$ cat config.mk
export PLATFORM = sky130hd
export DESIGN_NAME = regwin_bridge
export DESIGN_NICKNAME = d
export VERILOG_FILES = /design/src/rtl/regwin_pkg.sv /design/src/rtl/regwin_host_if.sv /design/src/rtl/regwin_cmd_decode.sv /design/src/rtl/regwin_seq.sv /design/src/rtl/regwin_status.sv /design/src/rtl/regwin_bridge.sv
export SDC_FILE = /design/constraint.sdc
export NUM_CORES = 1
export LEC_CHECK = 0
export BUFFER_PORTS_ARGS = -buffer_cell sky130_fd_sc_hd__buf_4
export CAP_MARGIN = 0
export CORE_MARGIN = 5
export CORE_UTILIZATION = 52
export CTS_CLUSTER_SIZE = 20
export DETAILED_ROUTE_END_ITERATION = 16
export PLACE_DENSITY = 0.8
export SYNTH_ARGS = -nofsm -noshare
export SYNTH_HDL_FRONTEND = slang
export SYNTH_SLANG_ARGS = --single-unit
$ cat constraint.sdc
create_clock -name clk -period 1.4 [get_ports clk]
set_input_delay 0.07 -clock clk [delete_from_list [all_inputs] [get_ports clk]]
set_output_delay 0.07 -clock clk [all_outputs]
set_load 0.01 [all_outputs]
$ cat src/rtl/regwin_pkg.sv
`timescale 1ns/1ps
package regwin_pkg;
  // host window: 64-bit words, index = byte address >> 3
  localparam int WORD_BYTES_LG = 3;
  localparam int HOST_DW       = 64;
  localparam int IX_PARAM      = 1;
  localparam int IX_CTRL       = 2;
  localparam int IX_STAT       = 3;

  // control word fields
  localparam int CW_DATA_LSB = 0;
  localparam int CW_DATA_W   = 32;
  localparam int CW_ADDR_LSB = 32;
  localparam int CW_ADDR_W   = 13;
  localparam int CW_CMD_LSB  = 62;
  localparam int CW_CMD_W    = 2;

  // status word fields
  localparam int SW_DATA_LSB  = 0;
  localparam int SW_VALID_BIT = 32;

  // parameter word fields
  localparam int PW_ORDER_BIT = 1;
  localparam int PW_WIDTH_LSB = 2;
  localparam int PW_WIDTH_W   = 6;
  localparam int PW_CS_LSB    = 8;
  localparam int PW_CS_W      = 6;
  localparam int PW_CPOL_BIT  = 14;
  localparam int PW_CPHA_BIT  = 15;
  localparam int PW_ID_LSB    = 32;
  localparam int PW_ID_W      = 16;

  typedef enum logic [CW_CMD_W-1:0] {
    CMD_NOP   = 2'd0,
    CMD_READ  = 2'd1,
    CMD_WRITE = 2'd2,
    CMD_RSVD  = 2'd3
  } cmd_e;

  typedef struct packed {
    logic                 is_rd;
    logic [CW_ADDR_W-1:0] addr;
    logic [CW_DATA_W-1:0] data;
  } req_t;
endpackage

$ cat src/rtl/regwin_host_if.sv
`timescale 1ns/1ps
module regwin_host_if
  import regwin_pkg::*;
#(
  parameter int HOST_AW = 5
) (
  input  logic               clk,
  input  logic               rst,
  input  logic               host_wr_en,
  input  logic               host_rd_en,
  input  logic [HOST_AW-1:0] host_addr,
  input  logic [HOST_DW-1:0] host_wdata,
  input  logic [HOST_DW-1:0] param_word,
  input  logic [HOST_DW-1:0] status_word,
  output logic               ctrl_wr,
  output logic [HOST_DW-1:0] host_rdata,
  output logic               host_rvalid
);
  localparam int IX_W = HOST_AW - WORD_BYTES_LG;
  localparam logic [IX_W-1:0] IXP = IX_W'(IX_PARAM);
  localparam logic [IX_W-1:0] IXC = IX_W'(IX_CTRL);
  localparam logic [IX_W-1:0] IXS = IX_W'(IX_STAT);

  logic [IX_W-1:0]    wix;
  logic [HOST_DW-1:0] ctrl_q;
  logic [HOST_DW-1:0] rd_mux;
  logic               unused_lo_bits;

  assign wix            = host_addr[HOST_AW-1:WORD_BYTES_LG];
  assign unused_lo_bits = ^host_addr[WORD_BYTES_LG-1:0];
  assign ctrl_wr        = host_wr_en && (wix == IXC);

  always_ff @(posedge clk) begin
    if (rst) ctrl_q <= '0;
    else if (ctrl_wr) ctrl_q <= host_wdata;
  end

  always_comb begin
    case (wix)
      IXP:     rd_mux = param_word;
      IXC:     rd_mux = ctrl_q;
      IXS:     rd_mux = status_word;
      default: rd_mux = '0;
    endcase
  end

  always_ff @(posedge clk) begin
    if (rst) begin
      host_rdata  <= '0;
      host_rvalid <= 1'b0;
    end else begin
      host_rvalid <= host_rd_en;
      if (host_rd_en) host_rdata <= rd_mux;
    end
  end

  // every read is answered on the next cycle
  p_rd_resp_r1: assert property (@(posedge clk) disable iff (rst)
    host_rd_en |=> host_rvalid);
  // an unused offset never returns data
  p_hole_zero_r1: assert property (@(posedge clk) disable iff (rst)
    host_rd_en && (wix == '0) |=> host_rdata == '0);
endmodule

$ cat src/rtl/regwin_cmd_decode.sv
`timescale 1ns/1ps
module regwin_cmd_decode
  import regwin_pkg::*;
(
  input  logic               ctrl_wr,
  input  logic [HOST_DW-1:0] ctrl_word,
  input  logic               busy,
  output logic               launch,
  output req_t               req
);
  cmd_e cmd;
  logic is_cmd;
  logic unused_gap_bits;

  assign cmd             = cmd_e'(ctrl_word[CW_CMD_LSB +: CW_CMD_W]);
  assign unused_gap_bits = ^ctrl_word[CW_CMD_LSB-1:CW_ADDR_LSB+CW_ADDR_W];
  assign is_cmd          = (cmd == CMD_READ) || (cmd == CMD_WRITE);
  assign launch          = ctrl_wr && is_cmd && !busy;

  always_comb begin
    req.is_rd = (cmd == CMD_READ);
    req.addr  = ctrl_word[CW_ADDR_LSB +: CW_ADDR_W];
    req.data  = ctrl_word[CW_DATA_LSB +: CW_DATA_W];
  end
endmodule

$ cat src/rtl/regwin_seq.sv
`timescale 1ns/1ps
module regwin_seq
  import regwin_pkg::*;
(
  input  logic                 clk,
  input  logic                 rst,
  input  logic                 launch,
  input  req_t                 req,
  input  logic                 ib_ack,
  output logic                 ib_rd,
  output logic                 ib_wr,
  output logic [CW_ADDR_W-1:0] ib_addr,
  output logic [CW_DATA_W-1:0] ib_wdata,
  output logic                 busy,
  output logic                 done,
  output logic                 done_is_rd
);
  assign busy       = ib_rd | ib_wr;
  assign done       = busy & ib_ack;
  assign done_is_rd = ib_rd;

  always_ff @(posedge clk) begin
    if (rst) begin
      ib_rd    <= 1'b0;
      ib_wr    <= 1'b0;
      ib_addr  <= '0;
      ib_wdata <= '0;
    end else if (launch) begin
      ib_rd    <= req.is_rd;
      ib_wr    <= !req.is_rd;
      ib_addr  <= req.addr;
      ib_wdata <= req.data;
    end else if (done) begin
      ib_rd <= 1'b0;
      ib_wr <= 1'b0;
    end
  end

  // request and payload held until acknowledge
  p_hold_r9: assert property (@(posedge clk) disable iff (rst)
    busy && !ib_ack |=> busy && $stable(ib_addr) && $stable(ib_wdata) && $stable(ib_rd));
  // at most one strobe
  p_one_strobe_r9: assert property (@(posedge clk) disable iff (rst)
    $onehot0({ib_rd, ib_wr}));
  // strobe released after acknowledge
  p_release_r9: assert property (@(posedge clk) disable iff (rst)
    done |=> !busy);
  // strobe rises the cycle after launch
  p_start_r12: assert property (@(posedge clk) disable iff (rst)
    launch |=> busy);
endmodule

$ cat src/rtl/regwin_status.sv
`timescale 1ns/1ps
module regwin_status #(
  parameter int DW = 32
) (
  input  logic          clk,
  input  logic          rst,
  input  logic          launch,
  input  logic          done,
  input  logic          done_is_rd,
  input  logic [DW-1:0] ib_rdata,
  output logic          valid,
  output logic [DW-1:0] rdata
);
  always_ff @(posedge clk) begin
    if (rst) begin
      valid <= 1'b0;
      rdata <= '0;
    end else begin
      if (launch)    valid <= 1'b0;
      else if (done) valid <= 1'b1;
      if (done && done_is_rd) rdata <= ib_rdata;
    end
  end

  p_clear_r5: assert property (@(posedge clk) disable iff (rst)
    launch |=> !valid);
  p_set_r5: assert property (@(posedge clk) disable iff (rst)
    done |=> valid);
  p_sticky_r5: assert property (@(posedge clk) disable iff (rst)
    valid && !launch |=> valid);
  p_capture_r6: assert property (@(posedge clk) disable iff (rst)
    done && done_is_rd |=> rdata == $past(ib_rdata));
  p_keep_r7: assert property (@(posedge clk) disable iff (rst)
    done && !done_is_rd |=> $stable(rdata));
endmodule

$ cat src/rtl/regwin_bridge.sv
`timescale 1ns/1ps
module regwin_bridge
  import regwin_pkg::*;
#(
  parameter int HOST_AW = 5
) (
  input  logic                 clk,
  input  logic                 rst,
  input  logic                 host_wr_en,
  input  logic                 host_rd_en,
  input  logic [HOST_AW-1:0]   host_addr,
  input  logic [HOST_DW-1:0]   host_wdata,
  output logic [HOST_DW-1:0]   host_rdata,
  output logic                 host_rvalid,
  input  logic                 cfg_lsb_first,
  input  logic [PW_WIDTH_W-1:0] cfg_word_bits,
  input  logic [PW_CS_W-1:0]   cfg_cs_count,
  input  logic                 cfg_cpol,
  input  logic                 cfg_cpha,
  input  logic [PW_ID_W-1:0]   cfg_periph_id,
  output logic                 ib_rd,
  output logic                 ib_wr,
  output logic [CW_ADDR_W-1:0] ib_addr,
  output logic [CW_DATA_W-1:0] ib_wdata,
  input  logic                 ib_ack,
  input  logic [CW_DATA_W-1:0] ib_rdata
);
  logic               ctrl_wr, launch, busy, done, done_is_rd, st_valid;
  logic [CW_DATA_W-1:0] st_rdata;
  logic [HOST_DW-1:0] param_word, status_word;
  req_t               req;

  always_comb begin
    param_word = '0;
    param_word[PW_ORDER_BIT]             = cfg_lsb_first;
    param_word[PW_WIDTH_LSB +: PW_WIDTH_W] = cfg_word_bits;
    param_word[PW_CS_LSB +: PW_CS_W]     = cfg_cs_count;
    param_word[PW_CPOL_BIT]              = cfg_cpol;
    param_word[PW_CPHA_BIT]              = cfg_cpha;
    param_word[PW_ID_LSB +: PW_ID_W]     = cfg_periph_id;
  end

  always_comb begin
    status_word = '0;
    status_word[SW_DATA_LSB +: CW_DATA_W] = st_rdata;
    status_word[SW_VALID_BIT]             = st_valid;
  end

  regwin_host_if #(.HOST_AW(HOST_AW)) u_host (
    .clk(clk), .rst(rst),
    .host_wr_en(host_wr_en), .host_rd_en(host_rd_en),
    .host_addr(host_addr), .host_wdata(host_wdata),
    .param_word(param_word), .status_word(status_word),
    .ctrl_wr(ctrl_wr), .host_rdata(host_rdata), .host_rvalid(host_rvalid)
  );

  regwin_cmd_decode u_dec (
    .ctrl_wr(ctrl_wr), .ctrl_word(host_wdata), .busy(busy),
    .launch(launch), .req(req)
  );

  regwin_seq u_seq (
    .clk(clk), .rst(rst), .launch(launch), .req(req), .ib_ack(ib_ack),
    .ib_rd(ib_rd), .ib_wr(ib_wr), .ib_addr(ib_addr), .ib_wdata(ib_wdata),
    .busy(busy), .done(done), .done_is_rd(done_is_rd)
  );

  regwin_status #(.DW(CW_DATA_W)) u_stat (
    .clk(clk), .rst(rst), .launch(launch), .done(done),
    .done_is_rd(done_is_rd), .ib_rdata(ib_rdata),
    .valid(st_valid), .rdata(st_rdata)
  );

  // a control write while busy never restarts the bus
  p_busy_ignore_r8: assert property (@(posedge clk) disable iff (rst)
    busy && ctrl_wr && !ib_ack |=> $stable(ib_addr) && $stable(ib_wdata));
  // status upper bits stay clear
  p_status_hi_r4: assert property (@(posedge clk) disable iff (rst)
    host_rd_en && (host_addr[HOST_AW-1:WORD_BYTES_LG] == (HOST_AW-WORD_BYTES_LG)'(IX_STAT))
    |=> host_rdata[HOST_DW-1:SW_VALID_BIT+1] == '0);
endmodule

==> impl_metrics.tcl <==
set metrics [dict create \
    clock_latency_ns 0.50 \
    yosys_register_bits 209 \
    powerDensity_nw_per_um2 1151 \
    cts_tree "done" \
    r2r_start "u_seq.done_is_rd$_SDFFE_PP0P_" \
    min_period_over_period 0.9701 \
    ir_worst_vdd_v 0.001030 \
    drc_errors 0 \
    net-switching-power_mw 3.320 \
    finalMaxSlewViolations 0 \
    path_cells "buf_12, buf_4" \
    routed_wl_mm 29.99 \
    grt_pass1_vias 8852 \
    power.leakage_nw 4.938 \
    dr_total_vias 8988 \
    postLayoutCellArea_um2 12540 \
    worst_slew_pin_slew_ns 0.8223 \
    ff2ff_path_depth 3 \
    dp_hpwl_mm 17.00 \
    cp_max_fo 32 \
    yosys-top-cells-area "dfxtp_1 50%, a21oi_1 10%, nand2_1 10%, o41ai_1 4.7%, mux2_2 4.4%" \
    slowest_delay_ns 0.41 \
    clkPwrFrac 0.453 \
    cp-start-kind "register" \
    avgSynthCellArea_um2 8.471 \
    ff2ff_setup_slack_ns 0.10 \
    fin_skew_ns 0.01836 \
    relSlewSlack 0.4518 \
    area_growth_syn_to_layout_pct 48.97 \
    seqPwrFrac 0.429 \
    critPathCapture "ib_rd" \
    crit_family "flip-flops" \
    drive_gt1_frac 0.2657 \
    grt_pass1_wl_mm 45.39 \
    postPlaceCellArea_um2 10390 \
    synth_cells 994 \
    critPathRequiredTime_ns 1.33 \
    gr-usage-all-layers 0.3019 \
    num-nets-final 1462 \
    clockBufferDepth 3 \
    routedWlPerCell_um 19.26 \
    clkTransAtPathRegs_ns 0.06 \
    post-route-util 0.7897 \
    seq_area_frac_synth 0.4969 \
    die_x_um 137.3 \
    hp-class "in -> reg" \
    syn_area_um2 8421 \
    core_um2 15890 \
    drt.antenna.violating_nets 0 \
    most-common-layout-cells "261 x buf_4, 225 x nand2_1, 207 x dfxtp_1" \
    ctsRootBufferMaster "clkbuf_16" \
    synth.distinct_cells 29 \
    synth_fp_nets 1132 \
    cp_slowest_cell "dfxtp_4" \
    cp_num_buf_inv 2 \
    combPwrFrac 0.117 \
    grt-ovfl-total 0 \
    num-fill-cells 1004 \
    rsz0062_at_grt "false" \
    arrival_ns 1.29 \
    crit-reg2reg-capture "u_seq.ib_addr[8]$_SDFFE_PP0P_" \
    hold_depth 3 \
    firstDrtPassIters 6 \
    fp.dieH_um 137.3 \
    endpoint_kind "output pin" \
    status "complete, no violations" \
    hold_viol 0 \
    critPathKind "reg -> out" \
    cp_num_cells 2 \
    cts_buffers 22 \
    tns_ns 0 \
    maxCapViolations 0 \
    initial_core_util 0.5301 \
    crit_path_start "u_seq.done_is_rd$_SDFFE_PP0P_" \
    htree_levels 1 \
    p_sw_frac 0.2300 \
    p_int_mw 11.12 \
    gp_congestion 0.8417 \
    via_per_inst 5.773 \
    grt_max_degree 113 \
    io_buffers 245 \
    cts.sinks 209 \
    synth_top_area_frac 0.4969 \
    yosysWarnings 0 \
    grt_antenna_before_repair 0 \
    post-cts-setup-buffers 0 \
    drt_iter0_drc 736 \
    fin_crit_ns 1.358 \
    setup_viol 0 \
    rows 46 \
    fmax_mhz 736.3 \
    die_area_um2 18840 \
    final_common_cell "buf_4" \
    synth_area_leader_cell "dfxtp_1" \
    ios 249 \
]
-- cell families (layout without fill, tap and decap cells) --
group | Yosys count | in the layout | synth area share
AO/OA/AOI/OAI | 269 | 269 | 0.1973
adder cells (fa/ha/maj) | 1 | 1 | 0.001486
buffers and inverters | 105 | 451 | 0.06954
flip-flops | 209 | 209 | 0.4969
multiplexers | 33 | 33 | 0.04413
other | 0 | 1 | 0
AND/OR/NAND/NOR | 377 | 377 | 0.1906
-- flip-flops by register name (all words and copies together) (netlist names) --
name	cells
u_host.ctrl_q	64
u_host.host_rdata	64
u_seq.ib_wdata	32
u_stat.rdata	32
u_seq.ib_addr	13
u_host.host_rvalid	1
u_seq.done_is_rd	1
u_seq.ib_wr	1
u_stat.valid	1
-- how the worst min path moves through the flow --
stage	startpoint	end	slack [ns]
2_1_floorplan	host_wdata[0]	u_host.ctrl_q[0]$_SDFFE_PP0P_	0.21
3_3_place_gp	ib_rdata[27]	u_stat.rdata[27]$_SDFFE_PP0P_	0.32
3_5_place_dp	host_wdata[49]	u_host.ctrl_q[49]$_SDFFE_PP0P_	0.32
4_1_cts	host_wdata[62]	u_seq.done_is_rd$_SDFFE_PP0P_	0.0007
5_1_grt	host_wdata[62]	u_seq.done_is_rd$_SDFFE_PP0P_	0.03
6_report	cfg_periph_id[6]	u_host.host_rdata[38]$_SDFFE_PP0P_	0.02
-- cell usage after synthesis --
cell type,n
a211oi_1,15
nor3_2,1
and2_1,2
nand3b_1,1
nand2_1,225
a221oi_1,1
buf_1,2
a32oi_1,2
nor2_1,50
nand2b_1,16
and2b_1,1
buf_4,9
a21oi_1,174
dfxtp_1,209
o41ai_1,45
a311oi_1,16
buf_2,33
clkbuf_1,42
ha_1,1
nor2b_1,18
buf_8,1
and3b_1,1
mux2_2,33
nand3_1,61
inv_1,4
a22oi_1,15
buf_6,14
o21ai_0,1
nor2b_2,1
-- layout make-up --
type / instances / area, µm² / share of cell area
Tap cell: 216 / 270.3 / 0.02154
Sequential cell: 209 / 4189 / 0.3339
Timing Repair Buffer: 407 / 3563 / 0.2841
Inverter: 4 / 15.01 / 0.001197
Clock inverter: 8 / 143.9 / 0.01147
Multi-Input combinational cell: 680 / 3671 / 0.2926
Antenna cell: 1 / 2.502 / 0.0001995
Clock buffer: 32 / 689.4 / 0.05496
-- per-layer routing --
layer | vias up | GRT usage | routed length, µm
met5 | - | 0 | 0
met4 | 0 | 0.1713 | 1665
met3 | 132 | 0.05734 | 2651
met2 | 536 | 0.5180 | 14720
met1 | 4217 | 0.3530 | 10950
li1 | 4103 | - | -
-- through the flow --
step | power, mW | instances | hold slack (ns) | worst slack [ns]
final | 14.44 | 1557 | 0.01546 | 0.04191
after global routing | 14.82 | 1556 | 0.03379 | 0.008487
after CTS | 14.42 | 1556 | 0.0006806 | 0.03004
after detailed placement | 7.651 | 1386 | 0.3246 | 0.001106
after global placement | 7.630 | 1386 | 0.3180 | 0.08427
after floorplan | 6.973 | 994 | 0.2060 | 0.1163
-- tightest hold or removal path, delay by kind of cell --
kind / cells / cell delay (ns)
buffers and inverters: 1 / 0.11
AO/OA/AOI/OAI: 2 / 0.26
-- power groups by stage --
stage | Sequential [mW] | Clock [mW] | Combinational [mW]
finish | 6.20 | 6.54 | 1.70
detailed placement | 6.32 | 0 | 1.33
global route | 6.21 | 6.82 | 1.80
global placement | 6.32 | 0 | 1.31
floorplan | 6.34 | 0 | 0.630
CTS | 6.19 | 6.59 | 1.64
-- timing repair --
| item | 4_1_cts | 5_1_grt |
|---|---|---|
| cloned | 0 | 0 |
| hold buffers | 130 | 0 |
| hold endpoints to repair | 173 | 0 |
| gates resized for setup | 2 | 1 |
| setup endpoints to repair | 2 | 1 |
(Power assumes the default switching activity.)
